<file path="src/rtl/hws_pkg.sv">
package hws_pkg;

  typedef enum logic [1:0] {
    ST_IDLE  = 2'd0,
    ST_SETUP = 2'd1,
    ST_XFER  = 2'd2,
    ST_DONE  = 2'd3
  } hws_state_e;

  localparam int unsigned UNIT_W = 16;
  localparam int unsigned BE_W   = 2;

endpackage

</file>
<file path="src/rtl/hws_lane_swap.sv">
module hws_lane_swap
  import hws_pkg::*;
(
  input  logic [UNIT_W-1:0] in_data,
  input  logic [BE_W-1:0]   in_be,
  input  logic              swap_en,
  output logic [UNIT_W-1:0] out_data,
  output logic [BE_W-1:0]   out_be
);

  localparam int unsigned NBYTES = UNIT_W / 8;

  // byte lane k of the output takes lane (NBYTES-1-k) of the input when swapping
  for (genvar k = 0; k < NBYTES; k++) begin : g_lane
    always_comb begin
      if (swap_en) begin
        out_data[k*8 +: 8] = in_data[(NBYTES-1-k)*8 +: 8];
        out_be[k]          = in_be[NBYTES-1-k];
      end else begin
        out_data[k*8 +: 8] = in_data[k*8 +: 8];
        out_be[k]          = in_be[k];
      end
    end
  end

endmodule

</file>
<file path="src/rtl/hws_burst_calc.sv">
module hws_burst_calc #(
  parameter int unsigned LW          = 16,
  parameter int unsigned CHUNK_BYTES = 64
) (
  input  logic [LW-1:0] remaining,
  input  logic          chunked,
  output logic [LW-1:0] burst_len
);

  localparam longint unsigned LEN_SPAN = longint'(1) << LW;

  generate
    if (longint'(CHUNK_BYTES) >= LEN_SPAN) begin : g_nolimit
      // no length can exceed the chunk, so the burst always covers the rest
      logic unused_chunked;
      assign unused_chunked = chunked;
      assign burst_len      = remaining;
    end else begin : g_limit
      localparam logic [LW-1:0] CHUNK_L = LW'(CHUNK_BYTES);
      always_comb begin
        if (chunked && (remaining > CHUNK_L)) burst_len = CHUNK_L;
        else                                  burst_len = remaining;
      end
    end
  endgenerate

endmodule

</file>
<file path="src/rtl/hws_ctrl.sv">
module hws_ctrl
  import hws_pkg::*;
#(
  parameter int unsigned AW          = 32,
  parameter int unsigned LW          = 16,
  parameter int unsigned CHUNK_BYTES = 64
) (
  input  logic            clk,
  input  logic            rst_n,
  input  logic [AW-1:0]   hi_bits,
  input  logic            req_valid,
  input  logic [AW-1:0]   req_addr,
  input  logic [LW-1:0]   req_len,
  input  logic            req_write,
  input  logic            req_swap,
  input  logic            wr_valid,
  input  logic            mem_ready,
  output logic            busy_o,
  output logic            done_o,
  output logic            mem_valid_o,
  output logic            mem_write_o,
  output logic [AW-1:0]   mem_addr_o,
  output logic [BE_W-1:0] mem_be_o,
  output logic            mem_sob_o,
  output logic [LW-1:0]   mem_blen_o,
  output logic            swap_o,
  output logic            beat_o
);

  localparam logic [AW-1:0] ADDR_STEP = AW'(2);
  localparam logic [LW-1:0] LEN_ONE   = LW'(1);
  localparam logic [LW-1:0] LEN_TWO   = LW'(2);
  localparam logic [LW-1:0] CHUNK_CAP = (longint'(CHUNK_BYTES) >= (longint'(1) << LW))
                                        ? {LW{1'b1}} : LW'(CHUNK_BYTES);

  hws_state_e    state_q, state_d;
  logic [AW-1:0] addr_q, addr_d;
  logic [LW-1:0] rem_q, rem_d;
  logic [LW-1:0] bleft_q, bleft_d;
  logic [LW-1:0] blen_q, blen_d;
  logic          write_q, write_d;
  logic          swap_q, swap_d;
  logic          sob_q, sob_d;
  logic          dp_en;

  logic [AW-1:0] eff_addr;
  logic [LW-1:0] eff_len;
  logic [LW-1:0] calc_blen;
  logic [LW-1:0] unit_len;
  logic          accept;
  logic          beat;

  hws_burst_calc #(
    .LW          (LW),
    .CHUNK_BYTES (CHUNK_BYTES)
  ) u_burst_calc (
    .remaining (rem_q),
    .chunked   (write_q & swap_q),
    .burst_len (calc_blen)
  );

  // request shaping: OR merge, then even rounding when swapping
  always_comb begin
    eff_addr = req_addr | hi_bits;
    eff_len  = req_len;
    if (req_swap) begin
      eff_addr[0] = 1'b0;
      eff_len[0]  = 1'b0;
    end
  end

  assign accept      = (state_q == ST_IDLE) && req_valid;
  assign mem_valid_o = (state_q == ST_XFER) && (!write_q || wr_valid);
  assign beat        = mem_valid_o && mem_ready;
  assign unit_len    = (rem_q == LEN_ONE) ? LEN_ONE : LEN_TWO;
  assign dp_en       = accept || (state_q == ST_SETUP) || beat;

  always_comb begin
    state_d = state_q;
    addr_d  = addr_q;
    rem_d   = rem_q;
    bleft_d = bleft_q;
    blen_d  = blen_q;
    write_d = write_q;
    swap_d  = swap_q;
    sob_d   = sob_q;
    case (state_q)
      ST_IDLE: begin
        if (accept) begin
          addr_d  = eff_addr;
          rem_d   = eff_len;
          write_d = req_write;
          swap_d  = req_swap;
          state_d = (eff_len == '0) ? ST_DONE : ST_SETUP;
        end
      end
      ST_SETUP: begin
        blen_d  = calc_blen;
        bleft_d = calc_blen;
        sob_d   = 1'b1;
        state_d = ST_XFER;
      end
      ST_XFER: begin
        if (beat) begin
          addr_d  = addr_q + ADDR_STEP;
          rem_d   = rem_q - unit_len;
          bleft_d = bleft_q - unit_len;
          sob_d   = 1'b0;
          if (bleft_q == unit_len) begin
            state_d = (rem_q == unit_len) ? ST_DONE : ST_SETUP;
          end
        end
      end
      default: state_d = ST_IDLE;
    endcase
  end

  always_ff @(posedge clk or negedge rst_n) begin
    if (!rst_n) state_q <= ST_IDLE;
    else        state_q <= state_d;
  end

  always_ff @(posedge clk or negedge rst_n) begin
    if (!rst_n) begin
      addr_q  <= '0;
      rem_q   <= '0;
      bleft_q <= '0;
      blen_q  <= '0;
      write_q <= 1'b0;
      swap_q  <= 1'b0;
      sob_q   <= 1'b0;
    end else if (dp_en) begin
      addr_q  <= addr_d;
      rem_q   <= rem_d;
      bleft_q <= bleft_d;
      blen_q  <= blen_d;
      write_q <= write_d;
      swap_q  <= swap_d;
      sob_q   <= sob_d;
    end
  end

  assign busy_o      = (state_q != ST_IDLE);
  assign done_o      = (state_q == ST_DONE);
  assign mem_write_o = write_q;
  assign mem_addr_o  = addr_q;
  assign mem_be_o    = (rem_q == LEN_ONE) ? 2'b10 : 2'b11;
  assign mem_sob_o   = sob_q;
  assign mem_blen_o  = blen_q;
  assign swap_o      = swap_q;
  assign beat_o      = beat;


  addr_hold_chk: assert property (@(posedge clk) disable iff (!rst_n)
    (mem_valid_o && !mem_ready) |=> $stable(addr_q));


  even_swap_chk: assert property (@(posedge clk) disable iff (!rst_n)
    (mem_valid_o && swap_q) |-> (addr_q[0] == 1'b0 && mem_be_o == 2'b11));


  chunk_len_chk: assert property (@(posedge clk) disable iff (!rst_n)
    (state_q == ST_XFER && write_q && swap_q) |-> (blen_q <= CHUNK_CAP && blen_q != '0));


  done_pulse_chk: assert property (@(posedge clk) disable iff (!rst_n)
    done_o |=> !done_o);


  busy_ignore_chk: assert property (@(posedge clk) disable iff (!rst_n)
    (state_q != ST_IDLE) |=> ($stable(write_q) && $stable(swap_q)));

endmodule

</file>
<file path="src/rtl/hws_dma_path.sv">
module hws_dma_path
  import hws_pkg::*;
#(
  parameter int unsigned AW          = 32,
  parameter int unsigned LW          = 16,
  parameter int unsigned CHUNK_BYTES = 64
) (
  input  logic          clk,
  input  logic          rst_n,
  input  logic [AW-1:0] hi_bits,
  input  logic          req_valid,
  input  logic [AW-1:0] req_addr,
  input  logic [LW-1:0] req_len,
  input  logic          req_write,
  input  logic          req_swap,
  output logic          busy,
  output logic          done,
  input  logic          wr_valid,
  input  logic [15:0]   wr_data,
  output logic          wr_ready,
  output logic          rd_valid,
  output logic [15:0]   rd_data,
  output logic [1:0]    rd_be,
  output logic          mem_valid,
  input  logic          mem_ready,
  output logic          mem_write,
  output logic [AW-1:0] mem_addr,
  output logic [1:0]    mem_be,
  output logic [15:0]   mem_wdata,
  input  logic [15:0]   mem_rdata,
  output logic          mem_sob,
  output logic [LW-1:0] mem_blen
);

  logic              swap_q;
  logic              beat;
  logic              rd_beat;
  logic [UNIT_W-1:0] rd_sw_data;
  logic [BE_W-1:0]   rd_sw_be;
  logic [BE_W-1:0]   wr_sw_be;
  logic              rd_valid_q, rd_valid_d;
  logic [UNIT_W-1:0] rd_data_q;
  logic [BE_W-1:0]   rd_be_q;

  hws_ctrl #(
    .AW          (AW),
    .LW          (LW),
    .CHUNK_BYTES (CHUNK_BYTES)
  ) u_ctrl (
    .clk         (clk),
    .rst_n       (rst_n),
    .hi_bits     (hi_bits),
    .req_valid   (req_valid),
    .req_addr    (req_addr),
    .req_len     (req_len),
    .req_write   (req_write),
    .req_swap    (req_swap),
    .wr_valid    (wr_valid),
    .mem_ready   (mem_ready),
    .busy_o      (busy),
    .done_o      (done),
    .mem_valid_o (mem_valid),
    .mem_write_o (mem_write),
    .mem_addr_o  (mem_addr),
    .mem_be_o    (mem_be),
    .mem_sob_o   (mem_sob),
    .mem_blen_o  (mem_blen),
    .swap_o      (swap_q),
    .beat_o      (beat)
  );

  // write direction: peripheral to memory
  hws_lane_swap u_wr_swap (
    .in_data  (wr_data),
    .in_be    (2'b11),
    .swap_en  (swap_q),
    .out_data (mem_wdata),
    .out_be   (wr_sw_be)
  );

  // read direction: memory to peripheral
  hws_lane_swap u_rd_swap (
    .in_data  (mem_rdata),
    .in_be    (mem_be),
    .swap_en  (swap_q),
    .out_data (rd_sw_data),
    .out_be   (rd_sw_be)
  );

  assign wr_ready   = beat && mem_write && (wr_sw_be == 2'b11);
  assign rd_beat    = beat && !mem_write;
  assign rd_valid_d = rd_beat;

  always_ff @(posedge clk or negedge rst_n) begin
    if (!rst_n) rd_valid_q <= 1'b0;
    else        rd_valid_q <= rd_valid_d;
  end

  always_ff @(posedge clk or negedge rst_n) begin
    if (!rst_n) begin
      rd_data_q <= '0;
      rd_be_q   <= '0;
    end else if (rd_beat) begin
      rd_data_q <= rd_sw_data;
      rd_be_q   <= swap_q ? rd_sw_be : mem_be;
    end
  end

  assign rd_valid = rd_valid_q;
  assign rd_data  = rd_data_q;
  assign rd_be    = rd_be_q;


  rd_follow_chk: assert property (@(posedge clk) disable iff (!rst_n)
    rd_valid_q |-> $past(mem_valid && mem_ready && !mem_write));


  idle_quiet_chk: assert property (@(posedge clk) disable iff (!rst_n)
    !busy |-> (!mem_valid && !done));

endmodule

</file>
<file path="config.mk">
export PLATFORM = sky130hd
export DESIGN_NAME = hws_dma_path
export DESIGN_NICKNAME = d
export VERILOG_FILES = /design/src/rtl/hws_pkg.sv /design/src/rtl/hws_lane_swap.sv /design/src/rtl/hws_burst_calc.sv /design/src/rtl/hws_ctrl.sv /design/src/rtl/hws_dma_path.sv
export SDC_FILE = /design/constraint.sdc
export NUM_CORES = 1
export LEC_CHECK = 0
export CAP_MARGIN = 20
export CORE_AREA = 10 10 122 124
export DETAILED_ROUTE_END_ITERATION = 16
export DIE_AREA = 0 0 132 134
export GPL_TIMING_DRIVEN = 0
export PLACE_DENSITY = 0.95
export REMOVE_ABC_BUFFERS = 1
export SYNTH_ARGS = -nofsm -noshare
export SYNTH_HDL_FRONTEND = slang
export SYNTH_SLANG_ARGS = --single-unit
</file>
<file path="constraint.sdc">
create_clock -name clk -period 6.65 [get_ports clk]
set_input_delay 1.995 -clock clk [delete_from_list [all_inputs] [get_ports clk]]
set_output_delay 1.995 -clock clk [all_outputs]
set_load 0.1 [all_outputs]
</file>
# [Yosys cells after proc, flatten, opt, wreduce, memory -nomap -nowiden]
# Cells that the tools add are included.
# W data, S select, Z words.
[word_totals] inputBits=119 ff_bits=104
[classes] bitwise_logic=2 n_eq_ne=9 n_addsub=3 magnitude_cmp=1 n_reduce_logical=20 mux=26
[ops] cell="$mux W16" count=4
[ops] cell="$mux W32" count=2
[ops] cell="$pmux W16 S2" count=2
[ops] cell="$pmux W32 S2" count=1
[ops] cell="$add A32 B2 Y32 const B" count=1
[ops] cell="$eq A16 B16 Y1" count=2
[ops] cell="$mux W8" count=4
[ops] cell="$or A32 B32 Y32" count=1
[ops] cell="$sub A16 B16 Y16" count=2
[ops] cell="$eq A16 B1 Y1 const B" count=1
[ops] cell="$gt A16 B7 Y1 const B" count=1
[ops] cell="$logic_not A16 Y1" count=1
[ops] cell="$mux W2" count=7
[ops] cell="$reduce_and A3 Y1" count=3
[ops] cell="$logic_and A1 B1 Y1" count=6
[ops] cell="$pmux W2 S3" count=1
[ops] cell="$reduce_bool A2 Y1" count=3
[ops] cell="$eq A2 B2 Y1 const B" count=2
[ops] cell="$mux W1" count=4
[ops] cell="$ne A2 B2 Y1 const B" count=2
[ops] cell="$reduce_and A4 Y1" count=1
[ops] cell="$logic_or A1 B1 Y1" count=3
[ops] cell="$eq A2 B1 Y1 const B" count=1
[ops] cell="$logic_not A2 Y1" count=1
[ops] cell="other kinds (5)" count=5

# [Longest topological paths before layout]
# Gate-level depths: netlist (run 1).
[logic_depth] ltp_word=7 ltp_mapped=11 ltp_nobuf=9

# [Hierarchy]
# A second synthesis (run 1) with hierarchy kept.
[hier_totals] cells_unflattened=724 hier_area_um2=6646.4
[modules_own_cells] module="hws_ctrl" seq_area_each_um2=2127.0 instances=1 area_per_inst_um2=5119.9 cells_each=609
[modules_own_cells] module="hws_dma_path" seq_area_each_um2=475.5 instances=1 area_per_inst_um2=793.3 cells_each=44
[modules_own_cells] module="hws_lane_swap" seq_area_each_um2=0.0 instances=2 area_per_inst_um2=271.5 cells_each=20
[modules_own_cells] module="hws_burst_calc" seq_area_each_um2=0.0 instances=1 area_per_inst_um2=190.2 cells_each=31

# [Least setup slack after synthesis (run 1)]
# OpenSTA, ideal clock, no wires.
[synth_timing] path_kind="input -> output" startpoint="input mem_ready" endpoint="output wr_ready" path_stages=4 arrival_time_ns=3.340 required_ns=4.655 slack_ns=1.315 cell_sequence="nand3b_1 -> nor2_1 -> clkbuf_1 -> and2_1"
[synth_between] elab_chain_len=2
[synth_lines] item="from (decl)" line_no="hws_dma_path.sv:25" source="input logic mem_ready,"
[synth_lines] item="$logic_and A1 B1 Y1" line_no="hws_ctrl.sv:74" source="assign beat = mem_valid_o && mem_ready;"
[synth_lines] item="$logic_and A1 B1 Y1" line_no="hws_dma_path.sv:90" source="assign wr_ready = beat && mem_write && (wr_sw_be == 2'b11);"
[synth_lines] item="to (decl)" line_no="hws_dma_path.sv:20" source="output logic wr_ready,"
# Every way passes these cells.

# [Worst setup path after layout (run 1)]
# Ends and elaborated chain as after synthesis.

==> results.json, run 1 <==
{
  "clk_latency_ns": 0.35,
  "ys.flop_type": "dfrtp_1",
  "grtUsageTotal": 0.2427,
  "grt_max_degree": 63,
  "grt_pass1_vias": 6765,
  "rsz0062_at_grt": "false",
  "hold_depth": 2,
  "fin_crit_sh": 0.9690,
  "cts_tree": "built",
  "rows": 41,
  "antenna_found_initial": 0,
  "gr-total-overflow": 0,
  "ant_nets": 0,
  "drive_gt1_frac": 0.07223,
  "cp.depth": 5,
  "fin_tns_setup_ns": 0,
  "worstSetupStartpointType": "input port",
  "hold_class": "flop to flop",
  "dieArea_mm2": 0.01769,
  "detail_route.iter0.violations": 619,
  "critical-path-top-delay-family": "buffers and inverters",
  "fin_hold_ws_ns": 0.4827,
  "drv_slew": 0,
  "holdBufCountCts": 0,
  "syn_area_per_cell_um2": 8.653,
  "cts_buffers": 9,
  "outcome": "complete, no violations",
  "vias": 6629,
  "ys_warn_count": 0,
  "path_buf_inv": 2,
  "cts-htree-levels": 3,
  "path_max_fanout": 13,
  "cts_resized": 2,
  "cp_slowest_stage_delay_ns": 0.86,
  "period_needed_ns": 6.444,
  "finalHoldViolations": 0,
  "path_clk_slew_ns": 0.07,
  "tightest_slew_ns": 1.046,
  "remaining_drc_errors": 0,
  "cp_cell_sequence": "clkdlybuf4s50_1, nand3b_1, nor2_2, and2_1, dlygate4sd2_1",
  "io_pins": 210,
  "slowest_stage": "dlygate4sd2_1",
  "post-cts-setup-buffer-count": 0,
  "dp_hpwl_um": 16290,
  "async_reset_ff_frac": 1.000,
  "grt_pass1_wl_um": 35380,
  "reg2regPathDepth": 9,
  "nNetsFinal": 1005,
  "netlist_instances": 709,
  "syn-cell-area_mm2": 0.006135,
  "synth.distinct_cells": 65,
  "crit_type": "input port to output pin",
  "initial_utilization": 0.4921,
  "diodes": 0,
  "finalWeightedCongestion": 0.8974,
  "critPathRequiredTime_ns": 4.66,
  "fin_ws_ns": 0.2061,
  "r2r_setup_slack_ns": 2.78,
  "cts_root_buffer": "clkbuf_16",
  "synth_edf_count": 0,
  "setup_violations": 0,
  "slew_headroom": 0.3007,
  "firstDrtPassIters": 6,
  "maxCapViolations": 0,
  "final_util": 0.6967,
  "die_y_um": 134,
  "portBuffers": 208,
  "ys_seq_area_frac": 0.4242,
  "ys_ff_latch": 104,
  "end_kind": "output pin",
  "area_growth_pct": 41.57,
  "viasPerCell": 6.266,
  "drt_wl_total_um": 22210,
  "routedWlPerCell_um": 20.99,
  "core_mm2": 0.01247,
  "crit_arrival_ns": 4.45,
  "fmax_ghz": 0.1552,
  "cts_sinks": 104,
  "clk_path_buf_depth": 2,
  "skew_ns": 0.01099,
  "preCtsSetupSlack_ns": -0.3693,
  "fp.dieW_um": 132
}
[layer usage]
layer,vias up,wire (µm),GRT usage
met3,73,2791,0.09298
met4,0,697,0.09703
li1,2974,-,-
met1,3117,7835,0.2717
met5,-,0,0
met2,465,10890,0.4083
[synthesized netlist by cell type, types with 3 or more instances]
cell / n / area, µm²
a31oi_1: 15 / 93.84
clkbuf_1: 45 / 168.9
and2_1: 5 / 31.28
nor3_1: 23 / 115.1
o21ai_0: 40 / 200.2
inv_1: 11 / 41.29
or4_1: 5 / 37.54
o22a_1: 6 / 52.55
ha_1: 3 / 37.54
or2_2: 4 / 25.02
o31ai_1: 7 / 52.55
o22ai_1: 9 / 56.30
and4_1: 6 / 52.55
or4_4: 3 / 33.78
nand2b_1: 5 / 31.28
nor4_1: 14 / 87.58
or3b_2: 3 / 26.28
nand3_1: 28 / 140.1
nand4_1: 14 / 87.58
o211ai_1: 14 / 105.1
o32a_1: 4 / 40.04
nand2_1: 81 / 304.0
o221ai_1: 6 / 52.55
mux2i_1: 21 / 210.2
a41oi_1: 6 / 52.55
or3_1: 9 / 56.30
and3_1: 6 / 37.54
buf_1: 3 / 11.26
nor2_1: 82 / 307.8
mux2_2: 16 / 180.2
dfrtp_1: 104 / 2603
nor2b_1: 6 / 37.54
a21oi_1: 46 / 230.2
a2bb2oi_1: 3 / 26.28
buf_6: 3 / 33.78
o311ai_0: 13 / 113.9
[kinds of logic (layout without fill, tap and decap cells)]
family / Yosys count / in the layout / synth area share
AO/OA/AOI/OAI: 192 / 192 / 0.2091
XOR/XNOR: 3 / 3 / 0.004284
buffers and inverters: 66 / 243 / 0.04528
AND/OR/NAND/NOR: 300 / 300 / 0.2397
multiplexers: 37 / 37 / 0.06363
other: 2 / 2 / 0.001224
flip-flops: 104 / 104 / 0.4242
adder cells (fa/ha/maj): 5 / 5 / 0.01265
[flip-flops by register name (all words and copies together), names as in the netlist]
signal and cells:
rd_valid 1, u_ctrl.mem_sob_o 1, u_ctrl.state_q 2, u_ctrl.mem_write_o 1
u_ctrl.mem_addr_o 32, u_ctrl.rem_q 16, rd_be 2, u_ctrl.swap_o 1
rd_data 16, u_ctrl.mem_blen_o 16, u_ctrl.bleft_q 16
[layout by cell type, fill, tap and decap left out, types with 3 or more instances in the layout]
master | Yosys | routed
inv_1 | 11 | 11
o311ai_0 | 13 | 13
buf_4 | 1 | 3
or3b_2 | 3 | 3
or3_1 | 9 | 9
nand4_1 | 14 | 14
mux2i_1 | 21 | 21
or4_4 | 3 | 3
o221ai_1 | 6 | 6
or4_1 | 5 | 5
and3_1 | 6 | 6
nor2_1 | 82 | 79
buf_16 | 0 | 4
o31ai_1 | 7 | 7
a2bb2oi_1 | 3 | 3
nor2_2 | 0 | 3
ha_1 | 3 | 3
nand2_1 | 81 | 81
dfrtp_1 | 104 | 103
nor3_1 | 23 | 22
nand3_1 | 28 | 28
o32a_1 | 4 | 4
clkbuf_16 | 0 | 9
clkdlybuf4s50_1 | 0 | 206
o22ai_1 | 9 | 9
nor4_1 | 14 | 12
a31oi_1 | 15 | 15
and2_1 | 5 | 5
nor2b_1 | 6 | 5
o22a_1 | 6 | 6
o21ai_0 | 40 | 40
a41oi_1 | 6 | 6
mux2_2 | 16 | 16
a21oi_1 | 46 | 46
o211ai_1 | 14 | 14
and4_1 | 6 | 6
or2_2 | 4 | 4
nand2b_1 | 5 | 5
[metrics by stage]
stage                     instance area [µm²]  std cells
after floorplan                          5898        654
after global placement                   8195       1034
after detailed placement                 8357       1041
after CTS                                8657       1057
after global routing                     8685       1058
final                                    8685       1058
[cell type report]
type                    count  area, µm²
well taps                 172      215.2
fillers                   964       3781
clock inverters             5      46.29
multi-input cells         539       3287
inverters                  11      41.29
flip-flops and latches    104       2604
repair buffers            216       2238
clock buffers              11      252.7
[final timing paths]
path,start,to
min reg2reg,u_ctrl.mem_blen_o[14],u_ctrl.mem_blen_o[14]
max,mem_ready,wr_ready
max in group asynchronous,rst_n,u_ctrl.rem_q[8]
max reg2reg,u_ctrl.rem_q[12],u_ctrl.bleft_q[14]
min in group asynchronous,rst_n,u_ctrl.mem_blen_o[12]
min,u_ctrl.mem_blen_o[14],u_ctrl.mem_blen_o[14]
[tightest hold or removal path, stage by stage, from the launching register on]
cell and delay (ns):
dfrtp_1 0.35, nand2_1 0.05, nand2_1 0.05
Power of run 1 is not shown: default switching activity piles up to over one toggle a cycle in this logic, so the estimate is an artifact.
==> run 2, diff against run 1 <==
--- a/config.mk
+++ b/config.mk
@@ -10,7 +10,7 @@
 export DETAILED_ROUTE_END_ITERATION = 16
 export DIE_AREA = 0 0 132 134
 export GPL_TIMING_DRIVEN = 0
-export PLACE_DENSITY = 0.95
+export PLACE_DENSITY = 0.86
 export REMOVE_ABC_BUFFERS = 1
 export SYNTH_ARGS = -nofsm -noshare
 export SYNTH_HDL_FRONTEND = slang
==> results.json, run 2 (same netlist as run 1, synthesis figures left out) <==
{
  "outcome": "complete, no violations",
  "maxUsedRoutingLayer": "met4",
  "cts_tree": "built",
  "maxCapViolations": 0,
  "cts_resized": 2,
  "ant_nets": 0,
  "setup_violations": 0,
  "core_mm2": 0.01247,
  "cts-htree-levels": 3,
  "rsz0062_at_grt": "false",
  "finalWeightedCongestion": 0.9101,
  "worstSetupStartpointType": "input port",
  "clk_path_buf_depth": 2,
  "diodes": 0,
  "met2_length_um": 10090,
  "clk_latency_ns": 0.35,
  "drt_wl_total_um": 21340,
  "area_growth_pct": 41.77,
  "viasPerCell": 6.151,
  "dieArea_mm2": 0.01769,
  "fin_crit_sh": 0.9724,
  "antenna_found_initial": 0,
  "largest_register_ff_count": 32,
  "period_needed_ns": 6.466,
  "grt_pass1_wl_um": 34490,
  "drv_slew": 0,
  "crit_type": "input port to output pin",
  "final_cell_mix": "206 x clkdlybuf4s50_1, 103 x dfrtp_1, 81 x nand2_1",
  "detail_route.iter0.violations": 626,
  "nNetsFinal": 1005,
  "firstDrtPassIters": 6,
  "path_clk_slew_ns": 0.07,
  "crit_arrival_ns": 4.47,
  "final_util": 0.6977,
  "hold_class": "flop to flop",
  "fin_tns_setup_ns": 0,
  "io_pins": 210,
  "wl_met3_um": 2308,
  "post-cts-setup-buffer-count": 0,
  "slowest_stage": "dlygate4sd2_1",
  "vias": 6508,
  "fmax_ghz": 0.1546,
  "cp_slowest_stage_delay_ns": 0.86,
  "path_max_fanout": 13,
  "drive_gt1_frac": 0.07223,
  "fp.dieW_um": 132,
  "die_y_um": 134,
  "finalHoldViolations": 0,
  "critical-path-top-delay-family": "buffers and inverters",
  "fillerInstances": 982,
  "initial_utilization": 0.4921,
  "cts_sinks": 104,
  "cts_root_buffer": "clkbuf_16",
  "path_buf_inv": 2,
  "tightest_slew_ns": 1.109,
  "grtUsageTotal": 0.2348,
  "r2r_setup_slack_ns": 2.90,
  "cp_cell_sequence": "clkdlybuf4s50_1, nand3b_1, nor2_2, and2_1, dlygate4sd2_1",
  "remaining_drc_errors": 0,
  "grt_pass1_vias": 6655,
  "portBuffers": 208,
  "rows": 41,
  "final_common_cell": "clkdlybuf4s50_1",
  "grt_max_degree": 61,
  "dp_hpwl_um": 15670,
  "skew_ns": 0.009571,
  "slew_headroom": 0.2585,
  "routedWlPerCell_um": 20.17,
  "end_kind": "output pin",
  "gr-total-overflow": 0,
  "critPathRequiredTime_ns": 4.66,
  "holdBufCountCts": 0,
  "met1_length_um": 8289,
  "cts_buffers": 9
}
[run 2: changes by cell type in the layout (fill, tap and decap cells not counted), sizes merged]
cell      before  now
bufinv         0    1
inv           14   15
clkinvlp       0    1
clkinv         2    1
clkbuf        11    9
[run 2: final timing paths]
path                                  startpoint                    end  depth (start not counted)
worst max register to register  u_ctrl.rem_q[12]     u_ctrl.bleft_q[14]                          9
worst min register to register  u_ctrl.mem_sob_o       u_ctrl.mem_sob_o                          2
worst min-delay path            u_ctrl.mem_sob_o       u_ctrl.mem_sob_o                          2
max in group asynchronous                  rst_n      u_ctrl.bleft_q[4]                          2
worst max-delay path                   mem_ready               wr_ready                          5
min in group asynchronous                  rst_n  u_ctrl.mem_addr_o[19]                          1
[run 2: worst min-delay path: stages (launching register included)]
cell and delay, ns:
dfrtp_1 0.35, nand2_1 0.05, nand2_1 0.05
[run 2: metal layers]
| layer | global-route usage | vias to the layer above |
|---|---|---|
| met4 | 0.1044 | 0 |
| met5 | 0 | - |
| li1 | - | 2979 |
| met2 | 0.3773 | 399 |
| met3 | 0.07804 | 55 |
| met1 | 0.2809 | 3075 |
[run 2: area by class of cell]
cell class | count | area [µm²] | area share
timing repair buffer | 216 | 2238 | 0.2574
clock buffer | 9 | 225.2 | 0.02590
multi-input combinational | 539 | 3287 | 0.3779
clock inverter | 7 | 86.33 | 0.009927
sequential | 104 | 2604 | 0.2994
inverter | 11 | 41.29 | 0.004748
tap | 172 | 215.2 | 0.02474
[run 2: per-stage QoR]
stage	area (µm²)	instances	worst slack [ns]	hold slack, ns
2_1_floorplan	5898	654	1.288	0.4693
3_3_place_gp	8195	1034	-0.4910	0.4591
3_5_place_dp	8357	1041	-0.3591	0.4674
4_1_cts	8670	1057	0.1822	0.4864
5_1_grt	8697	1058	0.1243	0.5024
6_report	8697	1058	0.1835	0.4797
Power of run 2 is left out for the same reason.
==> run 3, diff against run 2 <==
--- a/config.mk
+++ b/config.mk
@@ -6,11 +6,11 @@
 export NUM_CORES = 1
 export LEC_CHECK = 0
 export CAP_MARGIN = 20
-export CORE_AREA = 10 10 122 124
+export CORE_AREA = 10 10 130 132
 export DETAILED_ROUTE_END_ITERATION = 16
-export DIE_AREA = 0 0 132 134
-export GPL_TIMING_DRIVEN = 0
-export PLACE_DENSITY = 0.86
+export DIE_AREA = 0 0 140 142
+export GPL_TIMING_DRIVEN = 1
+export PLACE_DENSITY = 0.76
 export REMOVE_ABC_BUFFERS = 1
 export SYNTH_ARGS = -nofsm -noshare
 export SYNTH_HDL_FRONTEND = slang
==> results.json, run 3 (same netlist as run 1, synthesis figures left out) <==
{
  "dp_hpwl_um": 15580,
  "hold_class": "flop to flop",
  "nNetsFinal": 1010,
  "largest_register_ff_count": 32,
  "post-cts-setup-buffer-count": 0,
  "firstDrtPassIters": 6,
  "maxCapViolations": 0,
  "r2r_setup_slack_ns": 2.91,
  "cts_resized": 0,
  "worstSetupStartpointType": "input port",
  "cts_buffers": 9,
  "final_common_cell": "clkdlybuf4s50_1",
  "clk_latency_ns": 0.36,
  "rows": 44,
  "cts-htree-levels": 3,
  "io_pins": 210,
  "period_needed_ns": 5.303,
  "fmax_ghz": 0.1886,
  "setup_violations": 0,
  "cts_sinks": 104,
  "cts_tree": "built",
  "path_max_fanout": 6,
  "critPathRequiredTime_ns": 4.66,
  "portBuffers": 208,
  "initial_utilization": 0.4286,
  "fp.dieW_um": 140,
  "fillerInstances": 1338,
  "gr-total-overflow": 0,
  "area_growth_pct": 39.67,
  "outcome": "complete, no violations",
  "drv_slew": 0,
  "finalWeightedCongestion": 0.9482,
  "grtUsageTotal": 0.2072,
  "detail_route.iter0.violations": 523,
  "final_cell_mix": "189 x clkdlybuf4s50_1, 103 x dfrtp_1, 81 x nand2_1",
  "antenna_found_initial": 0,
  "tightest_slew_ns": 1.023,
  "clk_path_buf_depth": 2,
  "grt_pass1_wl_um": 33570,
  "skew_ns": 0.01160,
  "grt_pass1_vias": 6241,
  "holdBufCountCts": 0,
  "drt_wl_total_um": 21230,
  "crit_arrival_ns": 3.31,
  "fin_crit_sh": 0.7975,
  "vias": 6300,
  "path_clk_slew_ns": 0.06,
  "end_kind": "output pin",
  "ant_nets": 0,
  "dieArea_mm2": 0.01988,
  "slew_headroom": 0.3158,
  "finalHoldViolations": 0,
  "grt_max_degree": 55,
  "viasPerCell": 5.860,
  "diodes": 0,
  "routedWlPerCell_um": 19.75,
  "die_y_um": 142,
  "remaining_drc_errors": 0,
  "drive_gt1_frac": 0.09091,
  "crit_type": "input port to output pin",
  "fin_tns_setup_ns": 0,
  "rsz0062_at_grt": "false",
  "cts_root_buffer": "clkbuf_16",
  "core_mm2": 0.01431
}
==> run 3: changes by cell type in the layout (fill, tap and decap cells not counted), sizes merged <==
cell,before,now
dlygate4sd2,1,0
buf,9,32
inv,15,11
clkdlybuf4s50,206,189
bufinv,1,0
clkinv,1,2
clkbuf,9,13
==> run 3: worst paths after layout <==
| check | startpoint | cells past startpoint | to |
|---|---|---|---|
| setup reg to reg | u_ctrl.rem_q[12] | 9 | u_ctrl.bleft_q[14] |
| hold / removal | u_ctrl.mem_blen_o[12] | 2 | u_ctrl.mem_blen_o[12] |
| min in group asynchronous | rst_n | 1 | u_ctrl.mem_addr_o[30] |
| hold reg to reg | u_ctrl.mem_blen_o[12] | 2 | u_ctrl.mem_blen_o[12] |
| max in group asynchronous | rst_n | 2 | rd_data[12] |
| setup / recovery | mem_ready | 5 | wr_ready |
==> run 3: layout make-up <==
cell class / instances / area, µm² / share of cell area
multi-input combinational: 539 / 3273 / 0.3820
sequential: 104 / 2604 / 0.3039
timing repair buffer: 221 / 2152 / 0.2512
clock buffer: 13 / 250.2 / 0.02921
tap: 184 / 230.2 / 0.02687
inverter: 11 / 41.29 / 0.004819
clock inverter: 3 / 17.52 / 0.002044
==> run 3: metrics by stage <==
step                  util  setup WS (ns)  std cells  cell area, µm²  hold slack, ns
CTS                 0.5976          1.370       1074            8553          0.4809
floorplan                -          1.288        654            5898          0.4693
global route        0.5986          1.188       1075            8568          0.5077
detailed placement  0.5788          1.376       1058            8285          0.4651
global placement    0.5788          1.420       1058            8285          0.4580
finish              0.5986          1.347       1075            8568          0.4728
==> run 3: worst max-delay path: stages <==
cell and delay [ns]:
clkdlybuf4s50_1 0.58, nand3b_1 0.17, nor2_1 0.17, and2_1 0.19
buf_12 0.19
==> run 3: metal layers <==
layer	share of wire	up-vias	wire length [µm]	GRT usage
li1	-	2976	-	-
met1	0.41	2999	8725	0.2503
met2	0.46	296	9780	0.3279
met3	0.11	29	2298	0.08311
met4	0.020	0	425	0.07446
met5	0	-	0	0
Power of run 3 is left out for the same reason.
